$ cat src/rtl/regstream_pkg.sv
package regstream_pkg;
    localparam int OFS_W = 20;
    localparam logic [7:0] OP_DIRECT  = 8'h01;
    localparam logic [7:0] OP_INDEXED = 8'h09;
    localparam int LIST_N = 4;

    typedef enum logic [1:0] {
        LK_NONE,
        LK_DFULL,
        LK_INDEX,
        LK_OTHER
    } last_kind_t;

    typedef enum logic [1:0] {
        PK_IDLE,
        PK_EMIT,
        PK_FILL
    } pk_mode_t;
endpackage

$ cat src/rtl/rsp_byte_en.sv
module rsp_byte_en #(
    parameter int LANES = 4
) (
    input  logic [8*LANES-1:0] mask,
    output logic [LANES-1:0]   be
);
    for (genvar g = 0; g < LANES; g++) begin : g_lane
        assign be[g] = |mask[8*g +: 8];
    end
endmodule

$ cat src/rtl/rsp_merge_check.sv
module rsp_merge_check
    import regstream_pkg::*;
#(
    parameter int DEPTH_WORDS = 64,
    localparam int PW = $clog2(DEPTH_WORDS + 1)
) (
    input  last_kind_t       kind,
    input  logic [OFS_W-1:0] last_off,
    input  logic [OFS_W-1:0] req_off,
    input  logic [3:0]       be,
    input  logic [PW-1:0]    free,
    output logic             do_convert,
    output logic             do_append,
    output logic             no_room
);
    localparam logic [PW-1:0] ROOM_LIMIT = PW'(DEPTH_WORDS - 2);

    logic mergeable;

    always_comb begin
        mergeable  = (&be) && (free != '0) && (last_off == req_off);
        no_room    = free > ROOM_LIMIT;
        do_convert = mergeable && (kind == LK_DFULL);
        do_append  = mergeable && (kind == LK_INDEX);
    end
endmodule

$ cat src/rtl/regstream_packer.sv
module regstream_packer
    import regstream_pkg::*;
#(
    parameter int DEPTH_WORDS = 64,
    parameter int LINE_BYTES  = 64,
    localparam int AW = $clog2(DEPTH_WORDS),
    localparam int PW = $clog2(DEPTH_WORDS + 1),
    localparam int TW = PW + 2
) (
    input  logic             clk,
    input  logic             rst_n,
    input  logic             req_valid,
    output logic             req_ready,
    input  logic [19:0]      req_offset,
    input  logic [31:0]      req_value,
    input  logic [31:0]      req_mask,
    input  logic             finish_req,
    output logic             mem_we,
    output logic [AW-1:0]    mem_addr,
    output logic [31:0]      mem_wdata,
    output logic             overflow,
    output logic             done,
    output logic [TW-1:0]    tail_bytes
);
    localparam int LINE_WORDS = LINE_BYTES / 4;
    localparam int CW = $clog2(LIST_N + 1);
    localparam int IW = $clog2(LIST_N);
    localparam logic [PW:0] LINE_MASK = (PW + 1)'(LINE_WORDS - 1);

    typedef struct packed {
        logic [PW-1:0]                 free;
        logic [PW-1:0]                 start;
        last_kind_t                    kind;
        logic [OFS_W-1:0]              off;
        logic [31:0]                   last_val;
        logic [31:0]                   count;
        logic [LIST_N-1:0][AW-1:0]     waddr;
        logic [LIST_N-1:0][31:0]       wdata;
        logic [CW-1:0]                 wlen;
        logic [CW-1:0]                 widx;
        pk_mode_t                      mode;
        logic [PW-1:0]                 fill_pos;
        logic [PW-1:0]                 fill_end;
        logic                          ovf;
        logic                          done;
        logic [TW-1:0]                 tail;
    } pk_state_t;

    pk_state_t s_q, s_d;

    logic [3:0]    be;
    logic          do_convert, do_append, no_room;
    logic [PW-1:0] p_even;
    logic [PW:0]   line_sum;
    logic [PW-1:0] aligned;

    rsp_byte_en #(.LANES(4)) u_be (
        .mask (req_mask),
        .be   (be)
    );

    rsp_merge_check #(.DEPTH_WORDS(DEPTH_WORDS)) u_merge (
        .kind       (s_q.kind),
        .last_off   (s_q.off),
        .req_off    (req_offset),
        .be         (be),
        .free       (s_q.free),
        .do_convert (do_convert),
        .do_append  (do_append),
        .no_room    (no_room)
    );

    always_comb begin
        s_d      = s_q;
        s_d.done = 1'b0;
        p_even   = s_q.free + PW'(s_q.free[0]);
        line_sum = {1'b0, s_q.free} + LINE_MASK;
        aligned  = PW'(line_sum & ~LINE_MASK);

        case (s_q.mode)
            PK_IDLE: begin
                if (req_valid) begin
                    if (no_room) begin
                        s_d.ovf = 1'b1;
                    end else if (do_convert) begin
                        s_d.waddr[0] = AW'(s_q.start);
                        s_d.wdata[0] = 32'd2;
                        s_d.waddr[1] = AW'(s_q.start + PW'(1));
                        s_d.wdata[1] = {OP_INDEXED, 4'h0, req_offset};
                        s_d.waddr[2] = AW'(s_q.start + PW'(2));
                        s_d.wdata[2] = s_q.last_val;
                        s_d.waddr[3] = AW'(s_q.start + PW'(3));
                        s_d.wdata[3] = req_value;
                        s_d.wlen     = CW'(4);
                        s_d.free     = s_q.start + PW'(4);
                        s_d.kind     = LK_INDEX;
                        s_d.count    = 32'd2;
                        s_d.widx     = '0;
                        s_d.mode     = PK_EMIT;
                    end else if (do_append) begin
                        s_d.waddr[0] = AW'(s_q.free);
                        s_d.wdata[0] = req_value;
                        s_d.waddr[1] = AW'(s_q.start);
                        s_d.wdata[1] = s_q.count + 32'd1;
                        s_d.waddr[2] = AW'(s_q.free + PW'(1));
                        s_d.wdata[2] = 32'd0;
                        s_d.wlen     = s_q.free[0] ? CW'(2) : CW'(3);
                        s_d.free     = s_q.free + PW'(1);
                        s_d.count    = s_q.count + 32'd1;
                        s_d.widx     = '0;
                        s_d.mode     = PK_EMIT;
                    end else begin
                        s_d.waddr[0] = AW'(p_even);
                        s_d.wdata[0] = req_value;
                        s_d.waddr[1] = AW'(p_even + PW'(1));
                        s_d.wdata[1] = {OP_DIRECT, be, req_offset};
                        s_d.wlen     = CW'(2);
                        s_d.start    = p_even;
                        s_d.free     = p_even + PW'(2);
                        s_d.kind     = (&be) ? LK_DFULL : LK_OTHER;
                        s_d.off      = req_offset;
                        s_d.last_val = req_value;
                        s_d.widx     = '0;
                        s_d.mode     = PK_EMIT;
                    end
                end else if (finish_req) begin
                    if (aligned == s_q.free) begin
                        s_d.done  = 1'b1;
                        s_d.tail  = {aligned, 2'b00};
                        s_d.free  = '0;
                        s_d.start = '0;
                        s_d.kind  = LK_NONE;
                    end else begin
                        s_d.fill_pos = s_q.free;
                        s_d.fill_end = aligned;
                        s_d.mode     = PK_FILL;
                    end
                end
            end
            PK_EMIT: begin
                s_d.widx = s_q.widx + CW'(1);
                if (s_d.widx == s_q.wlen) begin
                    s_d.mode = PK_IDLE;
                end
            end
            PK_FILL: begin
                s_d.fill_pos = s_q.fill_pos + PW'(1);
                if (s_d.fill_pos == s_q.fill_end) begin
                    s_d.mode  = PK_IDLE;
                    s_d.done  = 1'b1;
                    s_d.tail  = {s_q.fill_end, 2'b00};
                    s_d.free  = '0;
                    s_d.start = '0;
                    s_d.kind  = LK_NONE;
                end
            end
            default: s_d.mode = PK_IDLE;
        endcase
    end

    always_ff @(posedge clk) begin
        if (!rst_n) begin
            s_q <= '0;
        end else begin
            s_q <= s_d;
        end
    end

    always_comb begin
        req_ready  = (s_q.mode == PK_IDLE);
        mem_we     = (s_q.mode != PK_IDLE);
        mem_addr   = (s_q.mode == PK_FILL) ? AW'(s_q.fill_pos) : s_q.waddr[s_q.widx[IW-1:0]];
        mem_wdata  = (s_q.mode == PK_FILL) ? 32'd0 : s_q.wdata[s_q.widx[IW-1:0]];
        overflow   = s_q.ovf;
        done       = s_q.done;
        tail_bytes = s_q.tail;
    end
endmodule

$ cat config.mk
export PLATFORM = sky130hd
export DESIGN_NAME = regstream_packer
export DESIGN_NICKNAME = d
export VERILOG_FILES = /design/src/rtl/regstream_pkg.sv /design/src/rtl/rsp_byte_en.sv /design/src/rtl/rsp_merge_check.sv /design/src/rtl/regstream_packer.sv
export SDC_FILE = /design/constraint.sdc
export NUM_CORES = 1
export LEC_CHECK = 0
export BUFFER_PORTS_ARGS = -buffer_cell sky130_fd_sc_hd__buf_2
export CORE_MARGIN = 2
export CORE_UTILIZATION = 46
export CTS_CLUSTER_SIZE = 25
export DETAILED_ROUTE_END_ITERATION = 10
export SETUP_SLACK_MARGIN = 0.02
export SLEW_MARGIN = 25
export SYNTH_ARGS = -nofsm -noshare
export SYNTH_HDL_FRONTEND = slang
export SYNTH_SLANG_ARGS = --single-unit
$ cat constraint.sdc
create_clock -name clk -period 3.63 [get_ports clk]
set_input_delay 0.363 -clock clk [delete_from_list [all_inputs] [get_ports clk]]
set_output_delay 0.363 -clock clk [all_outputs]
set_load 0.01 [all_outputs]
### Yosys cells after proc, flatten, opt, wreduce, memory -nomap -nowiden

Index checks and enable logic that the tools add are counted.

* add/subtract/negate cells: 12
* multipliers: 0
* div/mod/pow operators: 0
* magnitude comparators: 2
* equal/unequal tests: 23
* shift operators: 0
* multiplexer cells: 45
* bitwise logic cells: 5
* reduce and logical (&&, ||, !) cells: 28

Operators by type and width (number)
* 2-to-1 mux 260 bit: 1
* 2-to-1 mux 32 bit: 6
* 2-to-1 mux 104 bit: 1
* 2-to-1 mux 16 bit: 6
* 2-to-1 mux 72 bit: 1
* binary-select mux 32 bit (select 2 bit): 1
* 2-to-1 mux 61 bit: 1
* 2-to-1 mux 52 bit: 1
* 2-to-1 mux 10 bit: 4
* adder 32 x 1 -> 32 bit, second input constant: 1
* case mux 16 bit (2 select lines): 1
* OR reduction 8 bit: 4
* 2-to-1 mux 6 bit: 4
* 2-to-1 mux 7 bit: 3
* equality test 20 bit: 1
* case mux 10 bit (2 select lines): 1
* AND reduction 4 bit: 5
* AND reduction 5 bit: 4
* 2-to-1 mux 18 bit: 1
* adder 7 x 1 -> 7 bit, second input constant: 2
* equality test 7 bit: 2
* 2-to-1 mux 14 bit: 1
* case mux 7 bit (2 select lines): 1
* adder 6 x 1 -> 6 bit, second input constant: 2
* other kinds (31): 60

* bits in registers: 281
* bits in latches: 0
* memory bits (writable): 0
* bits in read-only memories: 0
* input bits: 88
* output and inout bits: 51
* logic and storage cells: 137
* memories kept: 0

### Longest topological paths before layout

* word-level depth: 10
* depth in mapped cells: 11

### By module

Synthesis repeated with hierarchy kept, for this count alone.

* cell total of the unflattened synthesis: 1598
* area total of the unflattened synthesis: 13157.6 um^2

Modules (own cells, without submodules)
* regstream_packer: times used 1, cells each 1548, area an instance 12804.8 um^2
* rsp_merge_check: times used 1, cells each 38, area an instance 287.8 um^2
* rsp_byte_en: times used 1, cells each 12, area an instance 65.1 um^2

### Least setup slack after synthesis

Ideal clock, no wire load.

* kind: register to register
* start: reg s_q[19] (netlist name)
* end: reg s_q[272] (netlist name)
* library setup time: 73 ps
* arrival time: 2513 ps
* path slack: 1044 ps
* cell stages (with the launch flop): 9
* path through: dfxtp_1 ha_1 and4_1 a211oi_1 a211o_1 a2111oi_4 a22oi_1 a31oi_2 mux2i_1

* cells in the longest elaborated chain, start to end: 4

RTL lines
* start, declared: RTL line regstream_packer.sv:49 `pk_state_t s_q, s_d;`
* start signal, assigned: RTL line regstream_packer.sv:163 `s_q <= '0;`
* start signal, assigned: RTL line regstream_packer.sv:165 `s_q <= s_d;`
* adder 7 x 1 -> 7 bit: RTL line regstream_packer.sv:147 `s_d.fill_pos = s_q.fill_pos + PW'(1);`
* equality test 7 bit: RTL line regstream_packer.sv:148 `if (s_d.fill_pos == s_q.fill_end) begin`
* != test 2 bit (no source line)
* AND reduction 7 bit (no source line)

No other way between the ends.
A chain may end at the register's enable or synchronous reset.

### Final worst setup path

* start: reg s_q[258] (netlist name)
* end: reg s_q[180] (netlist name)

* cells in the longest elaborated chain, start to end: 4

RTL lines
* equality test 20 bit: RTL line rsp_merge_check.sv:21 `mergeable = (&be) && (free != '0) && (last_off == req_off);`
* logical AND 1 bit: RTL line rsp_merge_check.sv:21
* logical AND 1 bit: RTL line rsp_merge_check.sv:23 `do_convert = mergeable && (kind == LK_DFULL);`
* AND reduction 4 bit (no source line)

No other way between the ends.

==> results.json <==
{
  "syn_area_per_cell_um2": 8.25,
  "min_period_ns": 3.08,
  "vias": 11882,
  "syn_to_final_growth_pct": 15.5,
  "min_from": "req_value[18]",
  "die_y_um": 174,
  "reg2reg_depth": 9,
  "synth_top_flop_cell": "dfxtp_1",
  "cts-resized-gates": 0,
  "crit_path_max_incr_delay_ns": 0.68,
  "cp.buffers_inverters": 2,
  "synth_area_leaders": "dfxtp_1 (42%), nand2_1 (9.6%), a21oi_1 (6.9%)",
  "postCtsHoldBufs": 0,
  "core-area_mm2": 0.0285,
  "crit_type": "register to register",
  "ys_ff_latch": 274,
  "cts_max_level": 1,
  "clk_pin_slew_ns": 0.06,
  "grt_usage": 0.265,
  "dieArea_mm2": 0.0301,
  "synth_largest_area_cell": "dfxtp_1",
  "critPathMaxFanout": 47,
  "tritoncts": "yes",
  "clkSinkCount": 274,
  "nNetsFinal": 1774,
  "critPathLaunch": "s_q[258]$_SDFFE_PN0P_",
  "cp_data_arrival_time_ns": 3.52,
  "async_flop_share": 0,
  "final_antenna_net_count": 0,
  "ff2ff_setup_slack_ns": 0.55,
  "cts-root-buf": "clkbuf_16",
  "synth_top_area_frac": 0.415,
  "outcome": "finished clean",
  "io_buffers": 132,
  "cp.required_ns": 4.07,
  "grt_max_degree": 148,
  "wire_per_inst_um": 19.3,
  "synth_xor_area_frac": 0.0524,
  "startpoint_type": "register",
  "die_x_um": 174,
  "finalWeightedCongestion": 0.876,
  "antenna_found_initial": 2,
  "hold_viol": 0,
  "power_leakage_nw": 5.69,
  "worstSetupEndpointType": "register",
  "rsz0062_at_grt": "no",
  "multi_input_comb_area_mm2": 0.00716,
  "syn-cell-area_mm2": 0.0132,
  "synth_edf_count": 0,
  "cp_top_family": "simple AND/OR/NAND/NOR gates",
  "peakVddDrop_mv": 0.345,
  "synth-simple-area-share": 0.224,
  "ys_seq_area_frac": 0.415,
  "syn_inst": 1602,
  "layout-drive-gt1-share": 0.173,
  "synth_mux_area_frac": 0.0941,
  "drv_cap": 0,
  "yosys_warnings": 0,
  "fillers": 2757,
  "cp-endpoint": "s_q[180]$_SDFFE_PN0P_",
  "io_pins": 139,
  "start_util": 0.464,
  "worstReg2RegStart": "s_q[258]$_SDFFE_PN0P_",
  "post-route-period-util": 0.847,
  "hold_path_class": "input pin to register",
  "drc": 0,
  "clockBufferDepth": 3,
  "overflow": 0,
  "cp.depth": 9,
  "finalSetupViolCount": 0,
  "worstReg2RegEnd": "s_q[180]$_SDFFE_PN0P_",
  "finClkSkew_ns": 0.0125,
  "cts_setup_buffers": 0,
  "setup_tns_ns": 0,
  "dpl-instance-area_mm2": 0.0142,
  "drtIter0Drc": 926,
  "grt_pass1_wl_um": 64100,
  "postLayoutCellArea_mm2": 0.0153,
  "finalWirelength_um": 40400,
  "slew_headroom": 0.264,
  "final-seq-area_mm2": 0.00549,
  "fmax_mhz": 325,
  "cts_buffers": 30,
  "final_max_slew_viol_count": 0,
  "synth_compound_area_frac": 0.154,
  "via_per_inst": 5.69,
  "worstMarginPinSlew_ns": 1.10,
  "clock_latency_ns": 0.55,
  "power_density_mw_per_mm2": 482,
  "dpl.hpwl_um": 26800,
  "synthDistinctLibCells": 62,
  "num_rows": 62,
  "first_pass_iters": 5,
  "path_cells": "xnor2_1, nand4_1, or4_4, or4_2, buf_4, nor2_1, buf_4, nor2_1, a211oi_1",
  "cpMaxStageDelayCell": "or4_2",
  "synth_top_family_by_area": "simple AND/OR/NAND/NOR gates",
  "grt_pass1_vias": 11465,
  "synthAdderAreaFrac": 0.0114
}
through the flow:
stage	total power [mW]	setup WS, ns	cells	util	hold WS, ns
after floorplan	3.81	1.04	1607	-	0.429
after global placement	4.13	0.540	2026	0.498	0.435
after detailed placement	4.15	0.467	2026	0.498	0.442
after CTS	7.40	0.553	2082	0.536	0.0574
after global routing	7.61	0.387	2083	0.536	0.0643
final	7.35	0.554	2087	0.536	0.0741
synthesized netlist by cell type, drive strengths merged, types with 5 or more instances:
cell / instances
and3: 9
and2: 38
a31oi: 22
o211a: 6
a22oi: 45
dfxtp: 274
nand3: 83
xnor2: 58
xor2: 21
nand2: 338
nand4: 22
nor3: 20
buf: 48
inv: 15
mux2i: 23
o21ai: 38
nor4: 10
nand2b: 9
o22ai: 5
ha: 12
and4: 5
mux2: 14
clkbuf: 86
mux4: 38
nor2: 126
a21oi: 181
a211oi: 10
logic make-up after synthesis:
| group | count (synthesis) |
|---|---|
| AO/OA/AOI/OAI | 336 |
| XOR/XNOR | 79 |
| adder cells (fa/ha/maj) | 12 |
| buffers and inverters | 150 |
| flip-flops | 274 |
| multiplexers | 75 |
| other | 1 |
| AND/OR/NAND/NOR | 675 |
cell type report:
| type | count | share of cell area |
|---|---|---|
| Timing Repair Buffer | 169 | 0.0648 |
| Clock buffer | 45 | 0.0595 |
| Multi-Input combinational cell | 1183 | 0.469 |
| Inverter | 16 | 0.00426 |
| Sequential cell | 274 | 0.360 |
| Tap cell | 384 | 0.0315 |
| Antenna cell | 5 | 0.000820 |
| Clock inverter | 11 | 0.0105 |
worst min path at each step:
stage,endpoint,slack (ns),cells past startpoint
2_1_floorplan,s_q[175]$_SDFFE_PN0P_,0.43,2
3_3_place_gp,s_q[133]$_SDFFE_PN0P_,0.44,2
3_5_place_dp,s_q[176]$_SDFFE_PN0P_,0.44,2
4_1_cts,s_q[235]$_SDFFE_PN0P_,0.06,3
5_1_grt,s_q[233]$_SDFFE_PN0P_,0.06,3
6_report,s_q[235]$_SDFFE_PN0P_,0.07,3
worst reg2reg max path: stages, from the launching register on:
cell and delay, ns:
dfxtp_1 0.32, xnor2_1 0.27, nand4_1 0.13, or4_4 0.56, or4_2 0.68, buf_4 0.35
nor2_1 0.19, buf_4 0.18, nor2_1 0.06, a211oi_1 0.24
where the power goes:
| group | internal (mW) | switching, mW | total [mW] |
|---|---|---|---|
| Combinational | 0.326 | 0.523 | 0.849 |
| Clock | 2.01 | 1.26 | 3.27 |
| Sequential | 3.13 | 0.106 | 3.23 |
| Total | 5.46 | 1.89 | 7.35 |
registers in the layout (all words and copies together), names as in the netlist:
signal	flops
s_q	269
tail_bytes	3
done	1
overflow	1
routing by layer:
| metal | vias up | GRT usage | part of all wire |
|---|---|---|---|
| li1 | 5696 | - | - |
| met1 | 5718 | 0.344 | 0.43 |
| met2 | 375 | 0.440 | 0.47 |
| met3 | 93 | 0.0395 | 0.053 |
| met4 | 0 | 0.115 | 0.046 |
| met5 | - | 0 | 0 |
cells in the final DEF, fill, tap and decap left out, drive strengths merged, types with 23 or more instances in the layout:
master / Yosys / final
nor2: 126 / 126
a22oi: 45 / 45
and2: 38 / 38
nand3: 83 / 83
mux4: 38 / 38
nand2: 338 / 338
dfxtp: 274 / 274
clkbuf: 86 / 45
a21oi: 181 / 181
xnor2: 58 / 58
o21ai: 38 / 38
mux2i: 23 / 23
buf: 48 / 169
Note: power is estimated with default switching activity, not from simulation.
